[src/rtl/dma_irq_status.sv]
module dma_irq_status #(
  parameter int NCH = 16,
  parameter int AW  = 8
) (
  input  logic              clk,
  input  logic              rst_n,
  input  logic              reg_wr,
  input  logic [AW-1:0]     reg_addr,
  input  logic [2*NCH-1:0]  reg_wdata,
  output logic [2*NCH-1:0]  reg_rdata,
  input  logic [NCH-1:0]    done_evt,
  input  logic [NCH-1:0]    term_evt,
  input  logic [NCH-1:0]    buserr_evt,
  output logic              irq,
  output logic [NCH-1:0]    chan_rst_req
);
  localparam int RW = 2 * NCH;
  localparam int IW = $clog2(RW) + 1;
  localparam logic [IW-1:0] NONE = '1;
  localparam logic [AW-1:0] A_BASE = AW'(8'h00);
  localparam logic [AW-1:0] A_SET  = AW'(8'h04);
  localparam logic [AW-1:0] A_CLR  = AW'(8'h08);
  localparam logic [AW-1:0] B_BASE = AW'(8'h10);
  localparam logic [AW-1:0] B_SET  = AW'(8'h14);
  localparam logic [AW-1:0] B_CLR  = AW'(8'h18);
  localparam logic [AW-1:0] NXT    = AW'(8'h20);

  logic [RW-1:0]  stat_a, stat_b, nxt_a, nxt_b;
  logic [NCH-1:0] err_vec, err_prev;
  logic [RW-1:0]  pend;
  logic [IW-1:0]  pick;

  wire [NCH-1:0] done_f = stat_a[NCH-1:0];
  wire [NCH-1:0] en     = stat_a[RW-1:NCH];
  wire [NCH-1:0] term_f = stat_b[NCH-1:0];
  wire [NCH-1:0] qual   = stat_b[RW-1:NCH];

  assign err_vec = (term_f & qual) | (term_f & ~qual & ~done_f);
  assign pend    = {err_vec, done_f};
  assign irq     = (|(done_f & en)) | (|err_vec);

  always_comb begin
    nxt_a = stat_a;
    nxt_b = stat_b;
    if (reg_wr) begin
      case (reg_addr)
        A_BASE:  nxt_a = reg_wdata;
        A_SET:   nxt_a = stat_a | reg_wdata;
        A_CLR:   nxt_a = stat_a & ~reg_wdata;
        B_BASE:  nxt_b = reg_wdata;
        B_SET:   nxt_b = stat_b | reg_wdata;
        B_CLR:   nxt_b = stat_b & ~reg_wdata;
        default: ;
      endcase
    end
    nxt_a[NCH-1:0]  = nxt_a[NCH-1:0] | done_evt;
    nxt_b[NCH-1:0]  = nxt_b[NCH-1:0] | term_evt | buserr_evt;
    nxt_b[RW-1:NCH] = nxt_b[RW-1:NCH] | buserr_evt;
  end

  always_comb begin
    pick = NONE;
    for (int i = 0; i < RW; i++)
      if (pend[i]) pick = IW'(i);
  end

  always_comb begin
    case (reg_addr)
      A_BASE, A_SET, A_CLR: reg_rdata = stat_a;
      B_BASE, B_SET, B_CLR: reg_rdata = stat_b;
      NXT:                  reg_rdata = RW'(pick);
      default:              reg_rdata = '0;
    endcase
  end

  always_ff @(posedge clk) begin
    if (!rst_n) begin
      stat_a       <= '0;
      stat_b       <= '0;
      err_prev     <= '0;
      chan_rst_req <= '0;
    end else begin
      stat_a       <= nxt_a;
      stat_b       <= nxt_b;
      err_prev     <= err_vec;
      chan_rst_req <= err_vec & ~err_prev;
    end
  end

  p_done_latched_r2: assert property (@(posedge clk) disable iff (!rst_n)
    (done_evt != '0) |=> ((done_f & $past(done_evt)) == $past(done_evt)));

  p_clear_keeps_zeros_r3: assert property (@(posedge clk) disable iff (!rst_n)
    (reg_wr && reg_addr == A_CLR) |=>
      ((($past(stat_a) & ~$past(reg_wdata)) & ~stat_a) == '0));

  p_event_beats_clear_r4: assert property (@(posedge clk) disable iff (!rst_n)
    (reg_wr && reg_addr == A_CLR && (done_evt & reg_wdata[NCH-1:0]) != '0) |=>
      ((done_f & $past(done_evt)) == $past(done_evt)));

  p_idle_next_r6: assert property (@(posedge clk) disable iff (!rst_n)
    (reg_addr == NXT && done_f == '0 && term_f == '0) |-> (reg_rdata == RW'(NONE)));

  p_quiet_irq_r7: assert property (@(posedge clk) disable iff (!rst_n)
    (done_f == '0 && term_f == '0) |-> !irq);

  p_single_pulse_r8: assert property (@(posedge clk) disable iff (!rst_n)
    (chan_rst_req != '0) |=> ((chan_rst_req & $past(chan_rst_req)) == '0));
endmodule

[config.mk]
export PLATFORM = sky130hd
export DESIGN_NAME = dma_irq_status
export DESIGN_NICKNAME = d
export VERILOG_FILES = /design/src/rtl/dma_irq_status.sv
export SDC_FILE = /design/constraint.sdc
export NUM_CORES = 1
export LEC_CHECK = 0
export ABC_AREA = 1
export BUFFER_PORTS_ARGS = -buffer_cell sky130_fd_sc_hd__buf_2
export CAP_MARGIN = 30
export CORE_ASPECT_RATIO = 0.9
export CORE_UTILIZATION = 46
export CTS_CLUSTER_DIAMETER = 80
export DETAILED_ROUTE_END_ITERATION = 8
export PLACE_DENSITY = 0.8
export SLEW_MARGIN = 15
export SYNTH_ARGS = -nofsm -noshare
export SYNTH_HDL_FRONTEND = slang
export SYNTH_SLANG_ARGS = --single-unit
[constraint.sdc]
create_clock -name clk -period 1.95 [get_ports clk]
set_input_delay 0.2925 -clock clk [delete_from_list [all_inputs] [get_ports clk]]
set_output_delay 0.2925 -clock clk [all_outputs]
set_load 0.02 [all_outputs]
==> metrics list <==
- CP Class: flop to output pin
- Summed over all nets, wire length on met3 after detailed routing comes to around 1600 µm.
- The via count of the first global-routing pass is approximately 5000.
* Wire length per cell after detailed routing: roughly 17 µm
- The critical path goes through buf_4, buf_6, nor2_4, inv_2, a311oi_2, o31ai_1, o21ai_1, nand2_1, a21oi_2, nor2_1, nor2_1, nor2_1, nor2_1, nor2_1, nor2_1, o21ai_1, o211ai_1, buf_4.
- Worst clock skew: around 7.1 ps
* Maximum root-to-sink buffer count: 2
* Final period util: 154%
- Timing would allow up to 0.333 GHz.
- Total vias in the final route: ~5500
* Met2 Routed Length: ~8000 µm
- Slowest cell on the critical path: sky130_fd_sc_hd__dfxtp_2
* Total congestion overflow: 0
* Count of synthesis-stage warnings from yosys: 0
- Number of distinct library cells after synthesis: 28
* Net load switching power: between 1 and 1.5 mW
- Cell count after synthesis: approximately 660
- After detailed routing, the number of remaining DRC violations is 0.
- Quantity of hold-fixing buffers added after cts: 0
- Final-report max-slew violation count: 0
* Die Area: between 0.01 and 0.015 mm²
* Highest routing layer actually used: met4
- Hold violation total from the final report: 0
* Sequential element share of the synthesized area: 42.1%
- Min Clock Period, post-route: 3000 ps
* Number of non-filler instances in the completed layout: 984
- FF+latch count, synth: 96
- The congestion estimate from routability-driven global placement came to about 0.94.
- In this run the remaining antenna-violating nets after routing total 0.
- The worst setup path is captured at an output pin.
* Reported max-cap violation count: 0
- The later pin in the worst-skew pair is clocked with a latency of roughly 370 ps.
- In this run the critical register-to-register path is launched from stat_a[1].
* Static leakage power: 2.95 nW
- Of the total power, the share spent switching nets is roughly 29%.
* Max incr delay on CP: approximately 340 ps
- Worst max-slew margin expressed relative to the limit: roughly 54%
* PnR Total Power: around 4.5 mW
* Min setup slack post-route: -1050 ps
- Peak VDD IR: 0.437 mV
- Net Count, Synth: 755
- Clock Power Share: between 30 and 40%
- Most frequent cells in the layout: sky130_fd_sc_hd__buf_2, sky130_fd_sc_hd__o21ai_1, sky130_fd_sc_hd__dfxtp_1
- Largest net degree at the start of global routing: 47
* Initial standard-cell utilization of the core: 47.2%
- Floorplan row count: 34
* Combined area of all synthesized cells: approximately 0.0046 mm²
* Sum of routed wire length over all layers: between 15000 and 20000 µm
- Synthesis-to-finish area growth: 39.1%
- During placement, the flow inserted port buffers numbering between 100 and 150.
- In this design, the largest share of critical-path delay is due to compound AO/OA/AOI/OAI gates.
- Slew at the pin with the worst max-slew slack: 696 ps
- Setup TNS Final: -4160 ps
- Std-Cell Core Area: approximately 0.0097 mm²
- The number of buffers and inverters on the critical path is 4.
- Power per unit of standard cell area: around 700 mW/mm²
* Number of detailed-routing iterations run before antenna repair: 6
- Clock transition at the registers of the reported paths: 90 ps
- For flop-to-flop paths, the worst setup slack is about 750 ps.
* # nets final: about 940
- In this run the most critical hold path is launched from done_evt[10].
* Antenna violations before repair: 0
- The die is roughly 110 µm wide.
- The detailed router finished its first iteration with ~650 violations.
- Wire length of the first global-routing pass: 25200 µm
* Cell Count Post-Placement: between 900 and 1000
- Most common cell after layout, fill and taps aside: sky130_fd_sc_hd__buf_2
- Cells with a size suffix above 1 make up a little over a third of the layout.
- Worst slack after detailed placement: -552 ps
* Part of the total power dissipated in combinational logic: roughly 19%
- All-layer global routing usage: between 30% and 40%
* Share of the core filled with cells: about 66%
* Data arrival time of the critical path: between 2000 and 3000 ps
- The run finished, with violations left.
- Setup repair after global routing could not meet its margin everywhere.
- Final setup fails: 7
* Synth Area per Inst: between 6 and 7 µm²
* I/O pin total: 140
* Detailed-routing wirelength on met1: a little under 7000 µm
* Final antenna diode count: 0
* Clock tree from TritonCTS: built
- Worst EP required: 1660 ps
- Cell occurring most often along the worst timing path: sky130_fd_sc_hd__nor2_1
- Clock tree synthesis selected as its root buffer the cell sky130_fd_sc_hd__clkbuf_8.
* Via count normalized by instance count: approximately 5.6
- The internal portion of the total power is between 3 and 4 mW.
- HPWL after DPL: about 12000 µm
- Source of the critical timing path: stat_a[1]
- Along the worst path, the maximum fanout reaches 2.
- The number of clock buffers added by TritonCTS is 9.
* Total clock sinks: 96
- Sequential Power Share: between 40% and 50%
* Vertical extent of the die: around 96 µm
- The H-tree was split into 3 levels.
* Startpoint type of the worst setup path: flop
- The checks that failed: negative setup slack.
* Type of the most critical hold path: input port to flop
repair_timing:
| item | 4_1_cts | 5_1_grt |
|---|---|---|
| pin swaps | 12 | 17 |
| buffers inserted | 1 | 5 |
| resized for setup | 47 | 17 |
| endpoints found under the setup margin | 8 | 15 |
synth_stat cells:
library cell	count	area (µm²)
sky130_fd_sc_hd__o21ai_1	124	621
sky130_fd_sc_hd__clkbuf_1	28	105
sky130_fd_sc_hd__nor2_1	88	330
sky130_fd_sc_hd__nand3_1	35	175
sky130_fd_sc_hd__nor3_1	20	100
sky130_fd_sc_hd__a221oi_1	2	17.5
sky130_fd_sc_hd__a21oi_1	19	95.1
sky130_fd_sc_hd__dfxtp_1	96	1920
sky130_fd_sc_hd__nor4_2	1	12.5
sky130_fd_sc_hd__o31ai_1	2	15.0
sky130_fd_sc_hd__a31oi_1	32	200
sky130_fd_sc_hd__buf_1	3	11.3
sky130_fd_sc_hd__inv_2	23	86.3
sky130_fd_sc_hd__o21ai_4	1	16.3
sky130_fd_sc_hd__nand4_1	1	6.26
sky130_fd_sc_hd__o22ai_1	4	25.0
sky130_fd_sc_hd__a22oi_1	1	7.51
sky130_fd_sc_hd__inv_1	64	240
sky130_fd_sc_hd__nor2_2	1	6.26
sky130_fd_sc_hd__nor4_1	1	6.26
sky130_fd_sc_hd__o21ai_2	8	70.1
sky130_fd_sc_hd__a221o_1	1	10.0
sky130_fd_sc_hd__a311oi_1	1	8.76
sky130_fd_sc_hd__o21ai_0	5	25.0
sky130_fd_sc_hd__o211ai_1	4	30.0
sky130_fd_sc_hd__nand2_1	89	334
sky130_fd_sc_hd__clkinv_2	1	5.00
sky130_fd_sc_hd__a22o_1	9	78.8
path summary, 6_finish.rpt:
path | endpoint | cells after the start
max reg2reg | stat_a[1] | 7
min | stat_a[10] | 3
max | reg_rdata[1] | 18
min reg2reg | chan_rst_req[3] | 1
layout make-up:
type                            instances  area, µm²
Multi-Input combinational cell        449       2380
Timing Repair Buffer                  209       1330
Sequential cell                        96       1930
Inverter                               88        332
Tap cell                              126        158
Clock buffer                           12        145
Clock inverter                          4       77.6
Fill cell                             811       3310
power by group through the flow:
stage | Combinational, mW | Clock, mW | Sequential [mW]
after floorplan | 0.332 | 0 | 2.20
after global placement | 0.713 | 0 | 2.18
after detailed placement | 0.730 | 0 | 2.19
after CTS | 0.772 | 1.50 | 2.16
after global routing | 0.900 | 1.58 | 2.17
final | 0.826 | 1.48 | 2.16
state kept, by name (all words and copies together) (netlist names):
register      count
chan_rst_req     16
err_prev         16
stat_a           32
stat_b           32
metrics by stage:
stage / hold slack [ps] / area [µm²]
2_1_floorplan: 375 / 4560
6_report: 122 / 6350
3_5_place_dp: 384 / 5850
5_1_grt: 126 / 6350
4_1_cts: 118 / 6250
3_3_place_gp: 377 / 5850
routing by layer:
| metal | GRT usage (%) | up-vias |
|---|---|---|
| met2 | 52.8 | 322 |
| li1 | - | 2614 |
| met4 | 10.8 | 0 |
| met1 | 43.3 | 2542 |
| met3 | 6.57 | 35 |
| met5 | 0 | - |
cells by family (layout without fill, tap and decap cells):
group	count (synthesis)	in the layout	synth area share, %
and+or+nand+nor	236	236	21.3
AOI/OAI and AO/OA	213	213	26.7
DFF	96	96	42.1
buffers and inverters	119	313	9.82
worst register-to-register path, stage by stage, from the launching register on:
cell and delay (ps):
sky130_fd_sc_hd__dfxtp_2 340, sky130_fd_sc_hd__buf_4 130, sky130_fd_sc_hd__buf_6 110, sky130_fd_sc_hd__buf_4 130
sky130_fd_sc_hd__o21ai_1 90, sky130_fd_sc_hd__o21ai_1 100, sky130_fd_sc_hd__o21ai_1 130, sky130_fd_sc_hd__inv_1 60
No activity file was read; power rests on OpenSTA's default activity.
